$ cat config.mk
export PLATFORM = sky130hd
export DESIGN_NAME = blpwm_top
export DESIGN_NICKNAME = d
export VERILOG_FILES = /design/src/rtl/blpwm_pkg.sv /design/src/rtl/blpwm_regfile.sv /design/src/rtl/blpwm_loader.sv /design/src/rtl/blpwm_prescaler.sv /design/src/rtl/blpwm_wavegen.sv /design/src/rtl/blpwm_top.sv
export SDC_FILE = /design/constraint.sdc
export NUM_CORES = 1
export LEC_CHECK = 0
export BUFFER_PORTS_ARGS = -buffer_cell sky130_fd_sc_hd__buf_4
export CAP_MARGIN = 20
export CELL_PAD_IN_SITES_DETAIL_PLACEMENT = 1
export CELL_PAD_IN_SITES_GLOBAL_PLACEMENT = 2
export CORE_UTILIZATION = 30
export CTS_CLUSTER_SIZE = 30
export DETAILED_ROUTE_END_ITERATION = 10
export GPL_TIMING_DRIVEN = 0
export PLACE_DENSITY = 0.8
export SLEW_MARGIN = 20
export SYNTH_ARGS = -nofsm -noshare
export SYNTH_HDL_FRONTEND = slang
export SYNTH_HIERARCHICAL = 1
export SYNTH_SLANG_ARGS = --single-unit
$ cat constraint.sdc
create_clock -name clk -period 5.7 [get_ports clk]
set_input_delay 0.855 -clock clk [delete_from_list [all_inputs] [get_ports clk]]
set_output_delay 0.855 -clock clk [all_outputs]
set_load 0.02 [all_outputs]
$ cat src/rtl/blpwm_pkg.sv
package blpwm_pkg;
  localparam int DATA_W  = 32;
  localparam int ADDR_W  = 2;
  localparam int DIV_W   = 10;
  localparam int PER_W   = 12;
  localparam int HI_W    = 13;
  localparam int DIV_LSB = 16;
  localparam int PER_LSB = 0;
  localparam int HI_LSB  = 16;
  localparam int EN_BIT  = 0;
  localparam int BYP_BIT = 1;
  localparam int GO_BIT  = 0;

  localparam logic [ADDR_W-1:0] A_CTRL = 2'd0;
  localparam logic [ADDR_W-1:0] A_LOAD = 2'd1;
  localparam logic [ADDR_W-1:0] A_DIV  = 2'd2;
  localparam logic [ADDR_W-1:0] A_TIME = 2'd3;

  typedef struct packed {
    logic [DIV_W-1:0] div;
    logic [PER_W-1:0] per;
    logic [HI_W-1:0]  hi;
  } tcfg_t;
endpackage

$ cat src/rtl/blpwm_regfile.sv
module blpwm_regfile
  import blpwm_pkg::*;
(
  input  logic              clk,
  input  logic              rst,
  input  logic              sel,
  input  logic              wr,
  input  logic [ADDR_W-1:0] addr,
  input  logic [DATA_W-1:0] wdata,
  output logic [DATA_W-1:0] rdata,
  output logic              en,
  output logic              bypass,
  output logic              commit,
  output tcfg_t             shadow
);
  logic              go_bit;
  logic [DATA_W-1:0] rd_next;
  logic              unused_wbits;

  assign unused_wbits = ^{wdata[DATA_W-1:HI_LSB+HI_W], wdata[HI_LSB-1:PER_LSB+PER_W]};

  // Commit request: a write to the load word with its go bit set.
  assign commit = sel && wr && (addr == A_LOAD) && wdata[GO_BIT];

  always_comb begin
    rd_next = '0;
    case (addr)
      A_CTRL: begin
        rd_next[EN_BIT]  = en;
        rd_next[BYP_BIT] = bypass;
      end
      A_LOAD: rd_next[GO_BIT] = go_bit;
      A_DIV:  rd_next[DIV_LSB +: DIV_W] = shadow.div;
      default: begin
        rd_next[PER_LSB +: PER_W] = shadow.per;
        rd_next[HI_LSB +: HI_W]   = shadow.hi;
      end
    endcase
  end

  always_ff @(posedge clk) begin
    if (rst) begin
      en     <= 1'b0;
      bypass <= 1'b0;
      go_bit <= 1'b0;
      shadow <= '0;
      rdata  <= '0;
    end else begin
      if (sel && wr) begin
        case (addr)
          A_CTRL: begin
            en     <= wdata[EN_BIT];
            bypass <= wdata[BYP_BIT];
          end
          A_LOAD: go_bit <= wdata[GO_BIT];
          A_DIV:  shadow.div <= wdata[DIV_LSB +: DIV_W];
          default: begin
            shadow.per <= wdata[PER_LSB +: PER_W];
            shadow.hi  <= wdata[HI_LSB +: HI_W];
          end
        endcase
      end
      if (sel && !wr) rdata <= rd_next;
    end
  end
endmodule

$ cat src/rtl/blpwm_loader.sv
module blpwm_loader
  import blpwm_pkg::*;
(
  input  logic  clk,
  input  logic  rst,
  input  logic  en,
  input  logic  bypass,
  input  logic  commit,
  input  logic  wrap,
  input  tcfg_t shadow,
  output tcfg_t active,
  output logic  pend
);
  logic want;
  logic slot;

  assign want = commit || pend;
  // A load slot is any cycle in which the waveform is stopped or a period ends.
  assign slot = !en || wrap;

  always_ff @(posedge clk) begin
    if (rst) begin
      active <= '0;
      pend   <= 1'b0;
    end else if (bypass) begin
      active <= shadow;
      pend   <= 1'b0;
    end else if (want && slot) begin
      active <= shadow;
      pend   <= 1'b0;
    end else if (commit) begin
      pend   <= 1'b1;
    end
  end
endmodule

$ cat src/rtl/blpwm_prescaler.sv
module blpwm_prescaler #(
  parameter int W = 10
) (
  input  logic         clk,
  input  logic         rst,
  input  logic         run,
  input  logic [W-1:0] limit,
  output logic         tick
);
  logic [W-1:0] cnt;

  // >= keeps the count bounded if the limit shrinks under it.
  assign tick = run && (cnt >= limit);

  always_ff @(posedge clk) begin
    if (rst || !run)  cnt <= '0;
    else if (tick)    cnt <= '0;
    else              cnt <= cnt + 1'b1;
  end
endmodule

$ cat src/rtl/blpwm_wavegen.sv
module blpwm_wavegen #(
  parameter int PW = 12,
  parameter int HW = 13
) (
  input  logic          clk,
  input  logic          rst,
  input  logic          run,
  input  logic          tick,
  input  logic [PW-1:0] last,
  input  logic [HW-1:0] high,
  output logic          wrap,
  output logic [PW-1:0] pos,
  output logic          pwm_o
);
  localparam int CW = (PW + 1 > HW) ? PW + 1 : HW;

  logic [CW-1:0] pos_x;
  logic [CW-1:0] high_x;

  assign pos_x  = CW'(pos);
  assign high_x = CW'(high);
  assign wrap   = tick && (pos >= last);

  always_ff @(posedge clk) begin
    if (rst || !run)  pos <= '0;
    else if (wrap)    pos <= '0;
    else if (tick)    pos <= pos + 1'b1;
  end

  always_ff @(posedge clk) begin
    if (rst) pwm_o <= 1'b0;
    else     pwm_o <= run && (pos_x < high_x);
  end
endmodule

$ cat src/rtl/blpwm_top.sv
module blpwm_top
  import blpwm_pkg::*;
(
  input  logic              clk,
  input  logic              rst,
  input  logic              bus_sel,
  input  logic              bus_wr,
  input  logic [ADDR_W-1:0] bus_addr,
  input  logic [DATA_W-1:0] bus_wdata,
  output logic [DATA_W-1:0] bus_rdata,
  output logic              pwm_o
);
  logic             en;
  logic             bypass;
  logic             commit;
  logic             wrap;
  logic             tick;
  logic             pend;
  logic [PER_W-1:0] pos;
  tcfg_t            shadow;
  tcfg_t            act;

  blpwm_regfile u_regs (
    .clk    (clk),
    .rst    (rst),
    .sel    (bus_sel),
    .wr     (bus_wr),
    .addr   (bus_addr),
    .wdata  (bus_wdata),
    .rdata  (bus_rdata),
    .en     (en),
    .bypass (bypass),
    .commit (commit),
    .shadow (shadow)
  );

  blpwm_loader u_load (
    .clk    (clk),
    .rst    (rst),
    .en     (en),
    .bypass (bypass),
    .commit (commit),
    .wrap   (wrap),
    .shadow (shadow),
    .active (act),
    .pend   (pend)
  );

  blpwm_prescaler #(.W(DIV_W)) u_pre (
    .clk   (clk),
    .rst   (rst),
    .run   (en),
    .limit (act.div),
    .tick  (tick)
  );

  blpwm_wavegen #(.PW(PER_W), .HW(HI_W)) u_wave (
    .clk   (clk),
    .rst   (rst),
    .run   (en),
    .tick  (tick),
    .last  (act.per),
    .high  (act.hi),
    .wrap  (wrap),
    .pos   (pos),
    .pwm_o (pwm_o)
  );
endmodule

==> key figures, run 1 <==
STA
  • Normalized max-slew margin: 58.37%
  • Final hold violations: 0
  • Final setup fails: 0
  • Max-slew violations: 0
  • Period Utilization, post-route: 55.61%
  • Worst-Margin Slew: 621.8 ps
  • Max frequency: between 300 and 400 MHz
  • Final min period: about 3200 ps
  • Worst Clk Skew: 5.676 ps
  • RSZ-0062 raised after global routing: no
  • Setup TNS: 0 ps

Routing
  • Via count: 4733
  • Drt total wl: 15880 um
  • DRC: 0
  • Pre-antenna DRT Iters: 4
  • Routed Antenna Nets: 0
  • Vias per std cell: 4.728
  • Initial DRC count: 194
  • DR WL/cell: 15.86 um

Logic synthesis
  • Synth Area in XOR/XNOR: under 10%
  • Compound-gate portion of the synthesized area: between 10 and 15%
  • Post-synthesis sequential area ratio: 41.30%
  • Ranking of synthesized cells by area: dfxtp_1, nand2b_1, ha_1
  • Unique masters post-synth: 59
  • Most common cell in the netlist: dfxtp_1
  • Gate Count Post-Synth: 649
  • Mean Syn Cell Area: 9.111 sq um
  • Commonest cells in the netlist: dfxtp_1, nand2_1, nand2b_1
  • Post-Synth Adder-Cell Area: 7.406%
  • Synthesized area: 5913 sq um
  • Post-synth top area share: 41.30%
  • Post-synth EDFFs: 0
  • Largest family of logic cells by synthesized area: simple AND/OR/NAND/NOR gates
  • Multiplexer area fraction after synthesis: 6.623%
  • Area leader, netlist: dfxtp_1
  • Top FF cell, synth: dfxtp_1
  • FFs w/ async S/R, synth: 0%
  • Simple-gate share of the synthesized area: 23.89%
  • FF+latch count, synth: 122
  • Yosys warnings: 6

Floorplan
  • Die X: between 100 and 150 um
  • Core area: roughly 19000 sq um
  • Die height: around 140 um
  • Die ar.: 20280 sq um
  • Num ports: 71
  • # rows: 50
  • Initial Utilization: 31.09%

Power and ir drop
  • Pwr Density: 286.3 nW/um^2
  • Net switching power: around 470 uW
  • Sw frac: 22.38%
  • Comb power frac: 4.9%
  • Final Total Pwr: approximately 2.1 mW
  • Internal power: 1.619 mW
  • Clk network pwr share: 53.5%
  • Sequential power share: 41.6%
  • Leak: approximately 2.9 nW
  • Worst VDD drop: 188.4 uV

Placed design
  • HPWL Detailed: 12190 um
  • Area after DPL: ~6700 sq um
  • IO buf count: 54
  • Placed insts: about 970
  • Final RePlAce weighted congestion: 0.7778

Worst setup path
  • Worst R2R End: u_load/active[25]$_SDFFE_PP0P_
  • Peak fanout along the critical path: 10
  • Register-to-register setup slack: 2530 ps
  • Critical Path Start Type: flop
  • Critical path class: reg2reg
  • CP Capture Type: flop
  • Worst EP required: 6030 ps
  • Worst Path Arrival: 3500 ps
  • RR Startpoint: u_pre/cnt[0]$_SDFF_PP0_
  • Worst reg-to-reg path cell count: 13

Global routing
  • First-pass GRT wire length: 26560 um
  • Largest net degree at the start of global routing: 17
  • Number of global-route vias before repair: 5115
  • Overflow after GRT: 0
  • Antenna violations before repair: 0
  • Gr usage total: 17.00%

CTS
  • CTS resizes: 0
  • CTS tree: built
  • Clock Latency Late Sink: roughly 420 ps
  • Root buffer cell: clkbuf_16
  • CTS Hold Bufs: 0
  • H-tree depth: 4
  • Num Clock Sinks: 122
  • Clock transition at path regs: 50 ps
  • Setup bufs post-CTS: 0
  • Clk buf depth: 2
  • TritonCTS Buffers: 17

Job
  • # Max-Cap Violations: 0

Hold path
  • Worst Hold Class: reg2reg
  • Cell depth of the worst hold path: 2
  • HP Start: u_load/active[16]$_SDFFE_PP0P_
  • Hold endpoint: u_load/active[16]$_SDFFE_PP0P_

Final layout
  • Diodes inserted: 0
  • Share of cells above drive strength 1: between 15 and 20%
  • Filler cells: between 2000 and 2500
  • Area Growth Syn to Fin: 23.23%
  • Fin nets: 801
  • Number of cells in the finished layout apart from fillers: 1001
  • Finished Cell Area: 7287 sq um

Outcome
  • Outcome: finished clean
[metal layers]
| metal | track usage (%) | vias up | part of all wire [%] |
|---|---|---|---|
| met5 | 0 | - | 0 |
| met4 | 6.282 | 0 | 1.6 |
| met3 | 3.903 | 17 | 2.9 |
| met2 | 28.59 | 61 | 48 |
| met1 | 21.09 | 2295 | 47 |
| li1 | - | 2360 | - |
[final cells by class]
type,count,area [sq um],area share (%)
inverter,37,138.9,1.906
timing repair buffer,54,405.4,5.563
clock buffer,19,452.9,6.216
clock inverter,13,167.7,2.301
buffer,43,276.5,3.795
tap,260,325.3,4.464
multi-input combinational,453,3078,42.24
sequential,122,2442,33.52
[cells by family after synthesis]
kind of cell | after synthesis
DFF | 122
and+or+nand+nor | 261
xor gates and xnor gates | 17
muxes | 39
AOI/OAI and AO/OA | 94
other | 1
adders and majority gates | 35
buffers and inverters | 80
[critical path, stage by stage (launching register included)]
cell and delay [ps]:
dfxtp_1 400, inv_1 80, ha_1 270, nand2b_1 150, a21oi_1 290, nor3_1 90, o41a_1 410, clkbuf_1 230
a21boi_0 200, nand2b_2 250, a21oi_2 170, buf_6 190, buf_12 170, mux2i_1 200
[stage by stage]
step | setup WS [ps] | util, % | hold slack, ps
finish | 2530 | 38.32 | 476.8
global route | 2347 | 38.32 | 494.4
CTS | 2527 | 38.32 | 480.5
detailed placement | 2573 | 35.05 | 470.6
global placement | 2652 | 35.05 | 469.5
floorplan | 3023 | - | 446.3
[state kept, by name (all words and copies together), names as in the netlist]
register / count
u_load/active: 35
u_load/pend: 1
u_pre/cnt: 10
u_regs/bypass: 1
u_regs/en: 1
u_regs/go_bit: 1
u_regs/rdata: 25
u_regs/shadow: 35
u_wave/pos: 12
u_wave/pwm_o: 1
[worst max path at each step]
stage                            startpoint                              to
floorplan           u_pre/cnt[0]$_SDFF_PP0_   u_load/active[0]$_SDFFE_PP0P_
global placement    u_pre/cnt[0]$_SDFF_PP0_  u_load/active[22]$_SDFFE_PP0P_
detailed placement  u_pre/cnt[0]$_SDFF_PP0_   u_load/active[4]$_SDFFE_PP0P_
CTS                 u_pre/cnt[0]$_SDFF_PP0_   u_load/active[4]$_SDFFE_PP0P_
global route        u_pre/cnt[0]$_SDFF_PP0_   u_load/active[4]$_SDFFE_PP0P_
finish              u_pre/cnt[0]$_SDFF_PP0_  u_load/active[25]$_SDFFE_PP0P_
[power groups by stage]
stage / Sequential, mW / Clock, mW / Combinational (mW)
finish: 0.868 / 1.12 / 0.102
global route: 0.868 / 1.18 / 0.111
CTS: 0.868 / 1.14 / 0.103
detailed placement: 0.886 / 0 / 0.103
global placement: 0.886 / 0 / 0.100
floorplan: 0.884 / 0 / 0.0640
[layout by cell type, fill, tap and decap left out, types with 2 or more instances in the layout]
cell type,Yosys,routed
a221o_1,11,11
clkbuf_16,0,17
dfxtp_1,122,122
nor3_2,2,2
nand4_1,12,12
a21o_1,4,4
o21ai_0,2,2
buf_4,7,61
ha_1,35,35
buf_1,4,4
nor3b_1,12,12
and4_1,2,2
nand4b_1,2,2
nand3_1,5,5
inv_1,36,36
nor3_1,14,14
bufinv_16,0,3
buf_2,14,14
a21oi_1,48,48
nand2b_1,78,78
nand2_1,78,78
clkbuf_1,12,12
o211ai_1,3,3
a22oi_1,13,13
xnor2_1,9,9
clkinvlp_4,0,5
mux2i_1,38,38
buf_12,3,3
nor2_1,37,37
nor2b_1,5,5
buf_6,3,3
clkbuf_8,0,2
inv_6,0,2
xor2_1,8,8
clkinv_4,0,2
conb_1,1,7
(Power assumes the default switching activity.)
==> run 2, diff against run 1 <==
--- a/config.mk
+++ b/config.mk
@@ -13,7 +13,7 @@
 export CTS_CLUSTER_SIZE = 30
 export DETAILED_ROUTE_END_ITERATION = 10
 export GPL_TIMING_DRIVEN = 0
-export PLACE_DENSITY = 0.8
+export PLACE_DENSITY = 0.83
 export SLEW_MARGIN = 20
 export SYNTH_ARGS = -nofsm -noshare
 export SYNTH_HDL_FRONTEND = slang
==> constraint.sdc (replaced) <==
create_clock -name clk -period 2.85 [get_ports clk]
set_input_delay 0.4275 -clock clk [delete_from_list [all_inputs] [get_ports clk]]
set_output_delay 0.4275 -clock clk [all_outputs]
set_load 0.02 [all_outputs]
==> run 2 against run 1 <==
- wire length is 5.5% higher
- global-route usage rose by 0.80 points
- setup slack worse by 2400 ps
- via count up 1.8%
- combinational power up 100%
- utilization is 0.26 points higher
- critical path depth shrank 1
- sequential cell count is the same
- total power rose by 100%
- first-iteration DRC count up 11%
- highest routed layer unchanged
==> key figures, run 2 (synthesis results as in run 1) <==
Placed design
  • Area after DPL: 6666 sq um (unchanged)
  • HPWL Detailed: 12550 um (+3.0%)
  • Final RePlAce weighted congestion: 0.8327 (+7.1%)
  • IO buf count: 54 (unchanged)
  • Placed insts: 969 (unchanged)
  • Placement Setup Slack: -333.3 ps (-2906 ps)

Worst setup path
  • CP Capture Type: flop
  • Worst Path Arrival: 3040 ps (-460 ps)
  • Critical path class: reg2reg
  • Peak fanout along the critical path: 10 (unchanged)
  • Buf+Inv Stages, Crit Path: 3 (-1)
  • Critical-path top delay cell: o41a_1
  • Critical path's top delay family: compound AO/OA/AOI/OAI gates
  • Slowest stage delay, CP: 410 ps (about the same)
  • Worst-path cell chain: inv_1, ha_1, nand2b_1, a21oi_2, nor3_1, o41a_1, a21boi_1, nand2b_2, a21oi_2, buf_6, buf_12, mux2i_2
  • CP dominant cell by count: a21oi_2
  • Critical Path Start Type: flop
  • Worst EP required: 3200 ps (-2830 ps)

Final layout
  • Share of cells above drive strength 1: 18.44% (+1.0 points)
  • Fin nets: 803 (+0.25%)
  • Regs by FF count: u_load/active: 35 flops, u_regs/shadow: 35 flops, u_regs/rdata: 25 flops
  • Most frequent cells in the layout: dfxtp_1, nand2b_1, nand2_1
  • Finished Cell Area: 7337 sq um (+0.69%)
  • Most common cell after layout, fill and taps aside: dfxtp_1
  • Area Growth Syn to Fin: 24.08%
  • Diodes inserted: 0 (unchanged)
  • Utilization after layout: 38.58% (+0.26 points)
  • Number of cells in the finished layout apart from fillers: 1003 (+0.20%)

Routing
  • Via count: 4818 (+1.8%)
  • DR WL/cell: 16.71 um (+5.3%)
  • Routed Antenna Nets: 0 (unchanged)
  • Initial DRC count: 215 (+11%)
  • Drt total wl: 16760 um (+5.5%)
  • DRC: 0 (unchanged)
  • Pre-antenna DRT Iters: 4 (unchanged)
  • Vias per std cell: 4.804 (+1.6%)

Power and ir drop
  • Comb power frac: 4.9% (about the same)
  • Sequential power share: 41.3% (-0.3 points)
  • Pwr Density: 572.7 nW/um^2 (+100%)
  • Net switching power: 921.6 uW (+97%)
  • Sw frac: 21.93% (-0.45 points)
  • Final Total Pwr: 4.202 mW (+100%)
  • Worst VDD drop: 379.1 uV (+100%)
  • Clk network pwr share: 53.8% (+0.3 points)
  • Leak: 2.897 nW (+0.76%)
  • Internal power: 3.281 mW (+100%)

STA
  • Max frequency: 371.1 MHz (+18%)
  • Normalized max-slew margin: 59.63% (+1.3 points)
  • Worst Clk Skew: 7.724 ps (+2.048 ps)
  • Final setup fails: 0 (unchanged)
  • Final min period: 2695 ps (-475.4 ps)
  • RSZ-0062 raised after global routing: no
  • Worst-Margin Slew: 603.0 ps (-18.77 ps)
  • Setup TNS: 0 ps (unchanged)
  • WHS: 252.2 ps (-224.6 ps)
  • Period Utilization, post-route: 94.55% (+39 points)
  • Final hold violations: 0 (unchanged)
  • Max-slew violations: 0 (unchanged)
  • Final worst slack: 155.4 ps (-2375 ps)

CTS
  • Clk buf depth: 2 (unchanged)
  • Num Clock Sinks: 122 (unchanged)
  • CTS tree: built
  • Root buffer cell: clkbuf_16
  • CTS Hold Bufs: 0 (unchanged)
  • Clock transition at path regs: 60 ps (about the same)
  • Clock Latency Late Sink: 430 ps (about the same)
  • H-tree depth: 4 (unchanged)
  • TritonCTS Buffers: 17 (unchanged)

Outcome
  • Outcome: finished clean

Hold path
  • Worst Hold Class: in2reg

Floorplan
  • Initial Utilization: 31.09% (unchanged)
  • Die height: 142.4 um (unchanged)
  • Die ar.: 20280 sq um (unchanged)
  • # rows: 50 (unchanged)
  • Die X: 142.4 um (unchanged)
  • Num ports: 71 (unchanged)
  • Core area: 19020 sq um (unchanged)

Global routing
  • Gr usage total: 17.80% (+0.80 points)
  • Antenna violations before repair: 0 (unchanged)
  • Largest net degree at the start of global routing: 17 (unchanged)
  • First-pass GRT wire length: 27500 um (+3.6%)
  • Number of global-route vias before repair: 5282 (+3.3%)
  • Overflow after GRT: 0 (unchanged)

Job
  • # Max-Cap Violations: 0 (unchanged)
## run 2: layout make-up
type / instances / area (sq um)
inverters: 37 / 138.9
clock inverters: 10 / 140.1
flip-flops and latches: 122 / 2445
multi-input cells: 453 / 3103
repair buffers: 57 / 427.9
plain buffers: 42 / 272.8
well taps: 260 / 325.3
fillers: 2257 / 11680
clock buffers: 22 / 484.2
## run 2: power groups by stage
stage | Sequential [mW] | Combinational [mW] | Clock, mW
floorplan | 1.77 | 0.128 | 0
global placement | 1.77 | 0.198 | 0
detailed placement | 1.77 | 0.206 | 0
CTS | 1.74 | 0.207 | 2.30
global route | 1.74 | 0.225 | 2.38
finish | 1.74 | 0.207 | 2.26
## run 2: worst paths after layout
kind | from | to | slack, ps | cells after the start
setup / recovery | u_pre/cnt[0]$_SDFF_PP0_ | u_load/active[1]$_SDFFE_PP0P_ | 160 | 12
hold / removal | bus_wdata[3] | u_regs/shadow[16]$_SDFFE_PP0P_ | 250 | 3
setup reg to reg | u_pre/cnt[0]$_SDFF_PP0_ | u_load/active[1]$_SDFFE_PP0P_ | 160 | 12
hold reg to reg | u_load/active[26]$_SDFFE_PP0P_ | u_load/active[26]$_SDFFE_PP0P_ | 480 | 2
## run 2: what timing repair did
item | 4_1_cts | 5_1_grt
pin swaps | 1 | 0
setup endpoints to repair | 35 | 30
setup buffers | 1 | 2
gates resized for setup | 6 | 3
## run 2: per-layer routing
| metal | vias up | part of all wire (%) | global-route usage (%) | routed length (um) |
|---|---|---|---|---|
| met4 | 0 | 1.5 | 6.508 | 250 |
| met5 | - | 0 | 0 | 0 |
| met1 | 2340 | 44 | 21.07 | 7419 |
| li1 | 2362 | - | - | - |
| met3 | 20 | 3.7 | 4.341 | 613 |
| met2 | 96 | 51 | 31.04 | 8477 |
## run 2: worst register-to-register path, stage by stage (launching register included)
cell and delay (ps):
dfxtp_2 370, inv_1 60, ha_1 260, nand2b_1 160, a21oi_2 210, nor3_1 70
o41a_1 410, a21boi_1 170, nand2b_2 220, a21oi_2 160, buf_6 160, buf_12 160
mux2i_2 210
==> run 3, diff against run 2 <==
--- a/config.mk
+++ b/config.mk
@@ -5,6 +5,7 @@
 export SDC_FILE = /design/constraint.sdc
 export NUM_CORES = 1
 export LEC_CHECK = 0
+export ABC_AREA = 1
 export BUFFER_PORTS_ARGS = -buffer_cell sky130_fd_sc_hd__buf_4
 export CAP_MARGIN = 20
 export CELL_PAD_IN_SITES_DETAIL_PLACEMENT = 1
@@ -13,7 +14,7 @@
 export CTS_CLUSTER_SIZE = 30
 export DETAILED_ROUTE_END_ITERATION = 10
 export GPL_TIMING_DRIVEN = 0
-export PLACE_DENSITY = 0.83
+export PLACE_DENSITY = 0.88
 export SLEW_MARGIN = 20
 export SYNTH_ARGS = -nofsm -noshare
 export SYNTH_HDL_FRONTEND = slang
==> run 3 against run 2 <==
- largest cell class unchanged
- via count is 13% higher
- clock power is 4% higher
- utilization down 0.88 points
- register-to-register slack better by 230 ps
- non-clock buffer count is 2 higher
- critical endpoint is now u_load/active[5]$_SDFFE_PP0P_
- sequential power rose by 3%
- total power grew 9.1%
- sequential cell count unchanged
==> key figures, run 3 <==
Hold path
  • HP Start: bus_wdata[8]
  • Worst Hold Class: in2reg
  • Cell depth of the worst hold path: 3 (unchanged)
  • Hold endpoint: u_regs/shadow[21]$_SDFFE_PP0P_

Floorplan
  • Initial Utilization: 30.78% (-0.31 points)
  • # rows: 52 (+4.0%)
  • Core area: 20360 sq um (+7.1%)
  • Die height: 146.6 um (+2.9%)
  • Num ports: 71 (unchanged)
  • Die ar.: 21480 sq um (+5.9%)
  • Die X: 146.6 um (+2.9%)

Logic synthesis
  • Post-synthesis sequential area ratio: 38.96% (-2.3 points)
  • Mean Syn Cell Area: 7.247 sq um (-20%)
  • Top FF cell, synth: dfxtp_1
  • Gate Count Post-Synth: 865 (+33%)
  • Post-synth top area share: 38.96% (-2.3 points)
  • Commonest cells in the netlist: nand2_1, nor2_1, dfxtp_1
  • Synthesized area: 6269 sq um (+6.0%)
  • Post-synth EDFFs: 0 (unchanged)
  • Area leader, netlist: dfxtp_1
  • Ranking of synthesized cells by area: dfxtp_1, nand2_1, nor2_1
  • FFs w/ async S/R, synth: 0% (unchanged)
  • Most common cell in the netlist: nand2_1
  • Yosys warnings: 6 (unchanged)
  • FF+latch count, synth: 122 (unchanged)
  • Unique masters post-synth: 35 (-41%)

Routing
  • DR WL/cell: 13.70 um (-18%)
  • Pre-antenna DRT Iters: 4 (unchanged)
  • Initial DRC count: 134 (-38%)
  • Via count: 5462 (+13%)
  • Routed Antenna Nets: 0 (unchanged)
  • Vias per std cell: 4.452 (-7.3%)
  • DRC: 0 (unchanged)
  • Drt total wl: 16810 um (+0.28%)

CTS
  • Setup bufs post-CTS: 0 (-1)
  • CTS tree: built
  • CTS resizes: 0 (-6)
  • Clock Latency Late Sink: 420 ps (about the same)
  • Root buffer cell: clkbuf_16
  • TritonCTS Buffers: 17 (unchanged)
  • Num Clock Sinks: 122 (unchanged)
  • H-tree depth: 4 (unchanged)
  • Clock transition at path regs: 60 ps (about the same)
  • Clk buf depth: 2 (unchanged)
  • CTS Hold Bufs: 0 (unchanged)

Job
  • # Max-Cap Violations: 0 (unchanged)

Worst setup path
  • CP Capture Type: flop
  • Worst EP required: 3150 ps (-50 ps)
  • Critical path class: reg2reg
  • Worst reg-to-reg path cell count: 18 (+6)
  • Peak fanout along the critical path: 10 (unchanged)
  • Worst R2R End: u_load/active[5]$_SDFFE_PP0P_
  • RR Startpoint: u_pre/cnt[0]$_SDFF_PP0_
  • Register-to-register setup slack: 380 ps (+230 ps)
  • Critical Path Start Type: flop
  • Worst Path Arrival: 2770 ps (-270 ps)

Global routing
  • Busiest grt layer: met2
  • Overflow after GRT: 0 (unchanged)
  • GR Util met3: 3.063% (-1.3 points)
  • Number of global-route vias before repair: 5553 (+5.1%)
  • Largest net degree at the start of global routing: 17 (unchanged)
  • Grt met2 use: 28.36% (-2.7 points)
  • Gr usage total: 16.63% (-1.2 points)
  • Met1 Use GR: 21.11% (+0.040 points)
  • Antenna violations before repair: 0 (unchanged)
  • First-pass GRT wire length: 28210 um (+2.6%)

Final layout
  • Diodes inserted: 0 (unchanged)
  • Share of cells above drive strength 1: 18.70% (+0.27 points)
  • Most common cell after layout, fill and taps aside: nand2_1
  • Regs by FF count: u_load/active: 35 flops, u_regs/shadow: 35 flops, u_regs/rdata: 25 flops
  • Area Growth Syn to Fin: 22.47%
  • Fin nets: 1017 (+27%)
  • Most frequent cells in the layout: nand2_1, nor2_1, dfxtp_1

Power and ir drop
  • Leak: 3.613 nW (+25%)
  • Worst VDD drop: 415.5 uV (+9.6%)
  • Pwr Density: 597.1 nW/um^2 (+4.3%)

STA
  • Final setup fails: 0 (unchanged)
  • Worst Clk Skew: 6.028 ps (-1.696 ps)
  • RSZ-0062 raised after global routing: no
  • Setup TNS: 0 ps (unchanged)
  • Period Utilization, post-route: 86.52% (-8.0 points)
  • Final hold violations: 0 (unchanged)
  • Max frequency: 405.5 MHz (+9.3%)
  • Final min period: 2466 ps (-228.7 ps)
  • Final worst slack: 384.1 ps (+228.7 ps)
  • Max-slew violations: 0 (unchanged)

Placed design
  • Placement Setup Slack: 332.8 ps (+666.0 ps)
  • IO buf count: 54 (unchanged)
  • HPWL Detailed: 13020 um (+3.7%)
  • Final RePlAce weighted congestion: 0.7844 (-5.8%)

Outcome
  • Outcome: finished clean
==> run 3: changes by cell type in the layout (fill, tap and decap cells not counted), sizes merged, moves of 10 or more <==
cell,delta
o21ai,+40
nor3b,-12
nor2,+118
a21oi,+23
inv,+82
mux2i,-37
a221o,-11
clkbuf,-10
a22oi,-13
nand2b,-80
nand3,+65
nand2,+98
nor3,-14
==> run 3: final cells by class <==
type,count,area (sq um)
fillers,2551,12690
multi-input cells,584,3072
flip-flops and latches,122,2442
clock buffers,19,452.9
inverters,118,445.4
repair buffers,54,405.4
well taps,270,337.8
plain buffers,47,331.6
clock inverters,13,190.2
==> run 3: critical path: stages (launching register included) <==
cell	delay, ps
dfxtp_1	460
inv_1	120
ha_1	280
inv_1	30
nand2_1	50
nand2_1	40
nand2_1	50
nand3_1	90
nand3_1	110
nand2_1	50
inv_1	180
nand2_1	100
inv_1	60
inv_1	40
nand2_2	110
nand2_8	90
buf_4	170
a21oi_1	220
nor2_1	70
==> run 3: worst max path at each step <==
| stage | from | end | slack (ps) | cells past startpoint |
|---|---|---|---|---|
| 2_1_floorplan | u_pre/cnt[0]$_SDFF_PP0_ | u_load/active[0]$_SDFFE_PP0P_ | 820 | 18 |
| 3_3_place_gp | u_pre/cnt[0]$_SDFF_PP0_ | u_load/active[5]$_SDFFE_PP0P_ | 370 | 18 |
| 3_5_place_dp | u_pre/cnt[0]$_SDFF_PP0_ | u_load/active[5]$_SDFFE_PP0P_ | 330 | 18 |
| 4_1_cts | u_pre/cnt[0]$_SDFF_PP0_ | u_load/active[5]$_SDFFE_PP0P_ | 310 | 18 |
| 5_1_grt | u_pre/cnt[0]$_SDFF_PP0_ | u_load/active[5]$_SDFFE_PP0P_ | 80 | 18 |
| 6_report | u_pre/cnt[0]$_SDFF_PP0_ | u_load/active[5]$_SDFFE_PP0P_ | 380 | 18 |
==> run 3: kinds of logic after synthesis <==
group	share of synthesized area, %
AO/OA/AOI/OAI	9.341
XOR/XNOR	1.816
adder cells (fa/ha/maj)	6.986
buffers and inverters	12.40
flip-flops	38.96
multiplexers	0.1597
other	0.05982
AND/OR/NAND/NOR	30.28
==> run 3: metal layers <==
metal,vias up,part of all wire (%)
met4,0,1.3
met3,18,2.3
met1,2530,49
met2,61,48
li1,2853,-
met5,-,0
==> run 3: power breakdown <==
part	switching [mW]	internal, mW	total, mW
combinational	0.256	0.168	0.424
sequential	0.0415	1.76	1.80
clock	0.839	1.52	2.36
total	1.14	3.45	4.58
==> run 3: metrics by stage <==
step	total power [mW]	utilization [%]	cells	hold slack, ps	instance area [sq um]
after floorplan	2.128	-	871	448.6	6291
after global placement	2.258	34.54	1195	455.7	7034
after detailed placement	2.267	34.54	1195	461.4	7034
after CTS	4.640	37.70	1227	214.0	7677
after global routing	4.776	37.70	1227	230.5	7677
final	4.584	37.70	1227	230.6	7677
